[config.mk]
export PLATFORM = sky130hd
export DESIGN_NAME = mac_period_timer
export DESIGN_NICKNAME = d
export VERILOG_FILES = /design/src/rtl/mpt_pkg.sv /design/src/rtl/mpt_ref_sync.sv /design/src/rtl/mpt_run_ctrl.sv /design/src/rtl/mpt_count_core.sv /design/src/rtl/mpt_ovf_counter.sv /design/src/rtl/mpt_evt_bank.sv /design/src/rtl/mac_period_timer.sv
export SDC_FILE = /design/constraint.sdc
export NUM_CORES = 1
export LEC_CHECK = 0
export BUFFER_PORTS_ARGS = -buffer_cell sky130_fd_sc_hd__buf_4
export CAP_MARGIN = 15
export CORE_AREA = 2 2 118 120
export CTS_CLUSTER_DIAMETER = 60
export CTS_CLUSTER_SIZE = 12
export DETAILED_ROUTE_END_ITERATION = 6
export DIE_AREA = 0 0 120 122
export GPL_ROUTABILITY_DRIVEN = 0
export PLACE_DENSITY = 0.84
export REMOVE_ABC_BUFFERS = 1
export SKIP_CTS_REPAIR_TIMING = 1
export SYNTH_ARGS = -nofsm -noshare
export SYNTH_HDL_FRONTEND = slang
export SYNTH_SLANG_ARGS = --single-unit
[constraint.sdc]
create_clock -name clk -period 4.9 [get_ports clk]
set_input_delay 0.245 -clock clk [delete_from_list [all_inputs] [get_ports clk]]
set_output_delay 0.245 -clock clk [all_outputs]
set_load 0.05 [all_outputs]
[src/rtl/mpt_pkg.sv]
package mpt_pkg;

  localparam int unsigned ADDR_W = 3;
  localparam int unsigned N_SRC  = 3;

  localparam int unsigned SRC_CMP = 0;
  localparam int unsigned SRC_PER = 1;
  localparam int unsigned SRC_OVC = 2;

  typedef enum logic [ADDR_W-1:0] {
    A_CTRL    = 3'd0,
    A_PERIOD  = 3'd1,
    A_DELTA   = 3'd2,
    A_CMP     = 3'd3,
    A_OVC_CMP = 3'd4,
    A_FLAGS   = 3'd5
  } mpt_addr_e;

  localparam int unsigned CTRL_W = 3 + N_SRC;

  typedef struct packed {
    logic [N_SRC-1:0] mask;
    logic             cmp_hi;
    logic             align_ref;
    logic             run;
  } mpt_ctrl_t;

endpackage

[src/rtl/mpt_ref_sync.sv]
module mpt_ref_sync #(
  parameter int unsigned STAGES = 2
) (
  input  logic clk,
  input  logic rst_n,
  input  logic ref_i,
  output logic rise_o
);

  logic [STAGES:0] sh_q;
  logic [STAGES:0] sh_d;

  always_comb begin
    sh_d = {sh_q[STAGES-1:0], ref_i};
  end

  always_ff @(posedge clk or negedge rst_n) begin
    if (!rst_n) sh_q <= '0;
    else        sh_q <= sh_d;
  end

  assign rise_o = sh_q[STAGES-1] & ~sh_q[STAGES];

endmodule

[src/rtl/mpt_run_ctrl.sv]
module mpt_run_ctrl (
  input  logic clk,
  input  logic rst_n,
  input  logic run_req_i,
  input  logic align_ref_i,
  input  logic ref_rise_i,
  output logic running_o
);

  logic running_q;
  logic running_d;
  logic upd_en;

  always_comb begin
    upd_en    = !align_ref_i || ref_rise_i;
    running_d = upd_en ? run_req_i : running_q;
  end

  always_ff @(posedge clk or negedge rst_n) begin
    if (!rst_n) running_q <= 1'b0;
    else        running_q <= running_d;
  end

  assign running_o = running_q;


  imm_run_chk: assert property (@(posedge clk) disable iff (!rst_n)
    !align_ref_i |=> running_q == $past(run_req_i));


  ref_hold_chk: assert property (@(posedge clk) disable iff (!rst_n)
    (align_ref_i && !ref_rise_i) |=> $stable(running_q));

endmodule

[src/rtl/mpt_count_core.sv]
module mpt_count_core #(
  parameter int unsigned CNT_W = 16,
  parameter int unsigned CMP_W = 8
) (
  input  logic             clk,
  input  logic             rst_n,
  input  logic             running_i,
  input  logic [CNT_W-1:0] period_i,
  input  logic [CMP_W-1:0] cmp_val_i,
  input  logic             cmp_hi_i,
  input  logic             delta_wr_i,
  input  logic [CNT_W-1:0] delta_val_i,
  output logic [CNT_W-1:0] count_o,
  output logic             per_evt_o,
  output logic             cmp_evt_o
);

  localparam int unsigned EXT_W = CNT_W + 1;

  logic [CNT_W-1:0] count_q, count_d;
  logic [CNT_W-1:0] delta_q, delta_d;
  logic [EXT_W-1:0] inc_ext;
  logic [EXT_W-1:0] diff_ext;
  logic [CNT_W-1:0] stepped;
  logic             wrap;
  logic             step_en;
  logic             delta_busy;

  function automatic logic byte_ge(input logic [CNT_W-1:0] v,
                                   input logic             hi,
                                   input logic [CMP_W-1:0] c);
    logic [CMP_W-1:0] b;
    b = hi ? v[CNT_W-1 -: CMP_W] : v[CMP_W-1:0];
    return b >= c;
  endfunction

  always_comb begin
    delta_busy = (delta_q != '0);
    step_en    = running_i && !delta_busy;
    inc_ext    = {1'b0, count_q} + EXT_W'(1);
    diff_ext   = inc_ext - {1'b0, period_i};
    wrap       = inc_ext >= {1'b0, period_i};
    stepped    = wrap ? diff_ext[CNT_W-1:0] : inc_ext[CNT_W-1:0];

    count_d = count_q;
    if (step_en) count_d = stepped;

    delta_d = delta_q;
    if (delta_wr_i)                   delta_d = delta_val_i;
    else if (running_i && delta_busy) delta_d = delta_q - CNT_W'(1);

    per_evt_o = step_en && wrap;
    cmp_evt_o = step_en && byte_ge(stepped, cmp_hi_i, cmp_val_i)
                        && !byte_ge(count_q, cmp_hi_i, cmp_val_i);
  end

  always_ff @(posedge clk or negedge rst_n) begin
    if (!rst_n) begin
      count_q <= '0;
      delta_q <= '0;
    end else begin
      count_q <= count_d;
      delta_q <= delta_d;
    end
  end

  assign count_o = count_q;


  stop_hold_chk: assert property (@(posedge clk) disable iff (!rst_n)
    !running_i |=> $stable(count_q));


  delta_freeze_chk: assert property (@(posedge clk) disable iff (!rst_n)
    (delta_q != '0) |=> $stable(count_q));


  delta_idle_chk: assert property (@(posedge clk) disable iff (!rst_n)
    (delta_q == '0 && !delta_wr_i) |=> delta_q == '0);

endmodule

[src/rtl/mpt_ovf_counter.sv]
module mpt_ovf_counter #(
  parameter int unsigned OVF_W = 20
) (
  input  logic             clk,
  input  logic             rst_n,
  input  logic             per_evt_i,
  input  logic [OVF_W-1:0] ovc_cmp_i,
  output logic [OVF_W-1:0] ovc_o,
  output logic             ovc_evt_o
);

  logic [OVF_W-1:0] ovc_q, ovc_d;
  logic [OVF_W-1:0] ovc_inc;

  always_comb begin
    ovc_inc   = ovc_q + OVF_W'(1);
    ovc_d     = per_evt_i ? ovc_inc : ovc_q;
    ovc_evt_o = per_evt_i && (ovc_inc == ovc_cmp_i);
  end

  always_ff @(posedge clk or negedge rst_n) begin
    if (!rst_n) ovc_q <= '0;
    else        ovc_q <= ovc_d;
  end

  assign ovc_o = ovc_q;


  ovc_step_chk: assert property (@(posedge clk) disable iff (!rst_n)
    per_evt_i |=> ovc_q == $past(ovc_q) + OVF_W'(1));


  ovc_hold_chk: assert property (@(posedge clk) disable iff (!rst_n)
    !per_evt_i |=> $stable(ovc_q));

endmodule

[src/rtl/mpt_evt_bank.sv]
module mpt_evt_bank #(
  parameter int unsigned N = 3
) (
  input  logic         clk,
  input  logic         rst_n,
  input  logic [N-1:0] evt_i,
  input  logic         clr_wr_i,
  input  logic [N-1:0] keep_i,
  input  logic [N-1:0] mask_i,
  output logic [N-1:0] flag_o,
  output logic [N-1:0] irq_o,
  output logic [N-1:0] dma_o
);

  for (genvar g = 0; g < N; g++) begin : g_src
    logic flag_q, flag_d;
    logic dma_q;

    always_comb begin
      flag_d = flag_q;
      if (clr_wr_i && !keep_i[g]) flag_d = 1'b0;
      if (evt_i[g])               flag_d = 1'b1;
    end

    always_ff @(posedge clk or negedge rst_n) begin
      if (!rst_n) begin
        flag_q <= 1'b0;
        dma_q  <= 1'b0;
      end else begin
        flag_q <= flag_d;
        dma_q  <= evt_i[g];
      end
    end

    assign flag_o[g] = flag_q;
    assign dma_o[g]  = dma_q;
    assign irq_o[g]  = flag_q & mask_i[g];


    flag_set_chk: assert property (@(posedge clk) disable iff (!rst_n)
      evt_i[g] |=> flag_q);


    dma_flag_chk: assert property (@(posedge clk) disable iff (!rst_n)
      dma_q |-> flag_q);
  end

endmodule

[src/rtl/mac_period_timer.sv]
module mac_period_timer
  import mpt_pkg::*;
#(
  parameter int unsigned CNT_W       = 16,
  parameter int unsigned CMP_W       = 8,
  parameter int unsigned OVF_W       = 20,
  parameter int unsigned SYNC_STAGES = 2,
  localparam int unsigned DATA_W     = (OVF_W > CNT_W) ? OVF_W : CNT_W
) (
  input  logic              clk,
  input  logic              rst_n,
  input  logic              ref_clk_i,
  input  logic              wr_en_i,
  input  logic [ADDR_W-1:0] wr_addr_i,
  input  logic [DATA_W-1:0] wr_data_i,
  output logic              running_o,
  output logic [CNT_W-1:0]  count_o,
  output logic [OVF_W-1:0]  ovf_count_o,
  output logic [N_SRC-1:0]  flag_o,
  output logic [N_SRC-1:0]  irq_o,
  output logic [N_SRC-1:0]  dma_o
);

  mpt_ctrl_t        ctrl_q, ctrl_d;
  logic [CNT_W-1:0] period_q, period_d;
  logic [CMP_W-1:0] cmp_q, cmp_d;
  logic [OVF_W-1:0] ovc_cmp_q, ovc_cmp_d;
  logic             delta_wr;
  logic             clr_wr;
  logic             ref_rise;
  logic             per_evt, cmp_evt, ovc_evt;
  logic [N_SRC-1:0] evt_vec;

  always_comb begin
    ctrl_d    = ctrl_q;
    period_d  = period_q;
    cmp_d     = cmp_q;
    ovc_cmp_d = ovc_cmp_q;
    delta_wr  = 1'b0;
    clr_wr    = 1'b0;
    if (wr_en_i) begin
      case (wr_addr_i)
        A_CTRL:    ctrl_d    = mpt_ctrl_t'(wr_data_i[CTRL_W-1:0]);
        A_PERIOD:  period_d  = wr_data_i[CNT_W-1:0];
        A_DELTA:   delta_wr  = 1'b1;
        A_CMP:     cmp_d     = wr_data_i[CMP_W-1:0];
        A_OVC_CMP: ovc_cmp_d = wr_data_i[OVF_W-1:0];
        A_FLAGS:   clr_wr    = 1'b1;
        default:   ;
      endcase
    end
  end

  always_ff @(posedge clk or negedge rst_n) begin
    if (!rst_n) begin
      ctrl_q    <= '0;
      period_q  <= '0;
      cmp_q     <= '0;
      ovc_cmp_q <= '0;
    end else begin
      ctrl_q    <= ctrl_d;
      period_q  <= period_d;
      cmp_q     <= cmp_d;
      ovc_cmp_q <= ovc_cmp_d;
    end
  end

  mpt_ref_sync #(.STAGES(SYNC_STAGES)) u_sync (
    .clk    (clk),
    .rst_n  (rst_n),
    .ref_i  (ref_clk_i),
    .rise_o (ref_rise)
  );

  mpt_run_ctrl u_run (
    .clk         (clk),
    .rst_n       (rst_n),
    .run_req_i   (ctrl_q.run),
    .align_ref_i (ctrl_q.align_ref),
    .ref_rise_i  (ref_rise),
    .running_o   (running_o)
  );

  mpt_count_core #(.CNT_W(CNT_W), .CMP_W(CMP_W)) u_core (
    .clk         (clk),
    .rst_n       (rst_n),
    .running_i   (running_o),
    .period_i    (period_q),
    .cmp_val_i   (cmp_q),
    .cmp_hi_i    (ctrl_q.cmp_hi),
    .delta_wr_i  (delta_wr),
    .delta_val_i (wr_data_i[CNT_W-1:0]),
    .count_o     (count_o),
    .per_evt_o   (per_evt),
    .cmp_evt_o   (cmp_evt)
  );

  mpt_ovf_counter #(.OVF_W(OVF_W)) u_ovc (
    .clk       (clk),
    .rst_n     (rst_n),
    .per_evt_i (per_evt),
    .ovc_cmp_i (ovc_cmp_q),
    .ovc_o     (ovf_count_o),
    .ovc_evt_o (ovc_evt)
  );

  always_comb begin
    evt_vec          = '0;
    evt_vec[SRC_CMP] = cmp_evt;
    evt_vec[SRC_PER] = per_evt;
    evt_vec[SRC_OVC] = ovc_evt;
  end

  mpt_evt_bank #(.N(N_SRC)) u_evt (
    .clk      (clk),
    .rst_n    (rst_n),
    .evt_i    (evt_vec),
    .clr_wr_i (clr_wr),
    .keep_i   (wr_data_i[N_SRC-1:0]),
    .mask_i   (ctrl_q.mask),
    .flag_o   (flag_o),
    .irq_o    (irq_o),
    .dma_o    (dma_o)
  );


  wrap_count_chk: assert property (@(posedge clk) disable iff (!rst_n)
    per_evt |=> ovf_count_o != $past(ovf_count_o));


  irq_mask_chk: assert property (@(posedge clk) disable iff (!rst_n)
    (irq_o & ~ctrl_q.mask) == '0);

endmodule

==> results.toml <==
[floorplanning]
start_util_pct = 53.0
io_pins = 73
rows = 43
dieArea_mm2 = 0.0146
core_area_mm2 = 0.0135
die_w_um = 120
die_h_um = 122

[drt]
vias = 5939
post_drt_wl_per_cell_um = 17.9
drt_wl_total_um = 18000
avgViaCountPerCell = 5.91
dr.first_iter.drc_count = 514
drc = 0
first_pass_iters = 7
ant_nets = 0

[sta]
finalCritPeriodShare_pct = 94.6
skew_ns = 0.00767
slew_headroom_pct = 50.5
slew_viol_final = 0
fmax_ghz = 0.216
hold_viol = 0
fin_crit_ns = 4.64
worst_pin_slew_ns = 0.741
finalSetupViolations = 0

[power]
p_leak_nw = 3.70
switchingPower_mw = 0.899
seqPwrFrac_pct = 45.1
ir_worst_vdd_uv = 292
switching_share_pct = 33.0
combPwrFrac_pct = 26.8
p_int_mw = 1.82
clkPwrFrac_pct = 28.1
power.density_mw_per_mm2 = 329

[synthesis]
post-synth-top-count-cell = "dfrtp_1"
yosysSeqAreaShare_pct = 39.2
synth_common_cells = "112 x dfrtp_1, 74 x nand2_1, 66 x o21ai_0, 53 x xnor2_1, 50 x nor2_1"
synth_edf_count = 0
synthFlopType = "dfrtp_1"
synth_cell_types = 69
synth_top_area_share_pct = 39.2
yosysTopAreaCell = "dfrtp_1"
syn_area_per_cell_um2 = 9.50
yosys-top-cells-area = "dfrtp_1 39%, mux2_2 7.6%, xnor2_1 6.5%"
syn_area_mm2 = 0.00715
ys_ff_latch = 112
async_reset_ff_share_pct = 100
ys_warn_count = 0
syn_inst = 753

[critical_path]
crit_type = "reg -> reg"
critPathTopFamily = "compound AO/OA/AOI/OAI gates"
worstPathArrival_ns = 4.88
critPathRequiredTime_ns = 5.15
worstRegToRegCells = 21
slowest_delay_ns = 0.41
crit_path_end_kind = "register"
critPathBufInv = 1
r2r_start = "u_core.count_o[5]"
path_cells = "and4_1 > and3_2 > nand4_1 > xnor2_2 > ha_4 > a211oi_2 > o21bai_2 > o311ai_2 > o211a_1 > buf_6 > nand2_1 > o21ai_0 > a211oi_1 > ha_1 > nand2b_1 > a21o_1 > a21o_1 > a211oi_1 > o21ai_0 > nand3_1 > o21ai_0"
cp_slowest_cell = "dfrtp_1"
worst-path-stages = 21
crit_path_start = "u_core.count_o[5]"
cp-start-kind = "register"
cpMostUsedCell = "o21ai_0"
path_max_fanout = 10

[clocking]
cts_tree = "built"
clk_pin_slew_ns = 0.07
clock-sinks = 112
cts_buffer_depth = 2
clk_latency_ns = 0.37
cts_root_buffer = "clkbuf_16"
cts_buffers = 9
h-tree-depth = 3

[run]
maxCapViolCount = 0

[cells_and_area]
area_growth_pct = 15.6
finalInstanceArea_mm2 = 0.00827
nets = 883
fillCellCount = 1110
instances_no_fill = 1005
drive_gt1_share_pct = 21.7
utilization_pct = 61.3
diodes = 0

[grt]
grt_max_degree = 58
grt_overflow = 0
grt_pass1_wl_um = 29200
antenna_found_initial = 0
grt_pass1_vias = 5732
grt_usage_pct = 25.5

[placement]
dp.cells = 981
postPlaceCellArea_mm2 = 0.00786
port_buffers = 72
dp_hpwl_um = 13200

[outcome]
status = "completed"

[min_path]
hold_depth = 3
hold_start = "wr_data_i[12]"
hold_class = "in -> reg"
-- stage by stage --
stage                     TNS, ns  power (mW)  hold WS (ns)  worst slack (ns)
after floorplan                 0        1.73       -0.0506             0.244
after global placement          0        1.91         0.336             0.371
after detailed placement        0        1.95         0.350             0.204
after CTS                       0        2.71       -0.0239             0.165
after global routing      -0.0355        2.88        0.0997           -0.0355
final                           0        2.72         0.108             0.262
-- state kept, by name, summed over array words and instances, names as in the netlist --
| signal | count |
|---|---|
| u_core.count_o | 16 |
| u_evt.g_src.dma_q | 3 |
| u_evt.g_src.flag_q | 3 |
| period_q | 16 |
| ovc_cmp_q | 20 |
| u_sync.sh_q | 3 |
| ctrl_q | 6 |
| u_run.running_o | 1 |
| u_ovc.ovc_o | 20 |
| cmp_q | 8 |
| u_core.delta_q | 16 |
-- area by class of cell --
type | count | area, um^2 | area share, %
clock buffers | 11 | 243 | 2.93
clock inverters | 5 | 63.8 | 0.771
inverters | 35 | 131 | 1.59
multi-input cells | 574 | 4130 | 50.0
flip-flops and latches | 112 | 2810 | 33.9
well taps | 180 | 225 | 2.72
repair buffers | 88 | 669 | 8.09
-- power by group through the flow --
stage,Clock (mW),Sequential (mW),Combinational [mW]
2_1_floorplan,0,1.23,0.504
3_3_place_gp,0,1.23,0.683
3_5_place_dp,0,1.24,0.710
4_1_cts,0.770,1.22,0.717
5_1_grt,0.816,1.25,0.814
6_report,0.764,1.23,0.730
-- worst paths after layout --
check | endpoint | slack, ns
max | u_evt.g_src[0].flag_q | 0.26
min | u_core.delta_q[12] | 0.11
max reg2reg | u_evt.g_src[0].flag_q | 0.26
min reg2reg | u_sync.sh_q[1] | 0.37
max in group asynchronous | period_q[8] | 3.22
min in group asynchronous | u_ovc.ovc_o[11] | 0.48
-- layer usage --
layer  vias up  wire length (um)  track usage [%]
li1       2784                 -                -
met1      2876              7950             34.1
met2       227              8410             40.5
met3        52              1060             5.34
met4         0               558             10.4
met5         -                 0                0
-- cells in the final DEF, fill, tap and decap left out, drive strengths merged, types with 8 or more instances in the layout --
| cell type | instances |
|---|---|
| dfrtp | 112 |
| buf | 86 |
| nand2 | 74 |
| o21ai | 73 |
| xnor2 | 53 |
| nor2 | 50 |
| mux2 | 48 |
| inv | 36 |
| ha | 35 |
| xor2 | 30 |
| a21oi | 27 |
| nand3 | 21 |
| nor3 | 18 |
| and2 | 11 |
| nand4 | 11 |
| clkbuf | 11 |
| and4 | 10 |
| and3 | 8 |
| nor4 | 8 |
-- worst reg2reg max path: cells and delay by family, from the launching register on --
family | cells | cell delay [ns]
compound gates | 11 | 2.08
xor+xnor | 1 | 0.27
fa+ha+maj | 2 | 0.58
buf+inv | 1 | 0.18
flops | 1 | 0.41
simple gates | 6 | 0.99
-- logic make-up (layout without fill, tap and decap cells) --
group	Yosys count	after routing	synth area share [%]
adder cells (fa/ha/maj)	36	36	6.40
XOR/XNOR	83	83	10.2
flip-flops	112	112	39.2
multiplexers	54	54	8.39
buffers and inverters	67	139	4.07
AND/OR/NAND/NOR	248	248	18.7
AO/OA/AOI/OAI	153	153	13.1
Note: power is estimated with default switching activity, not from simulation.
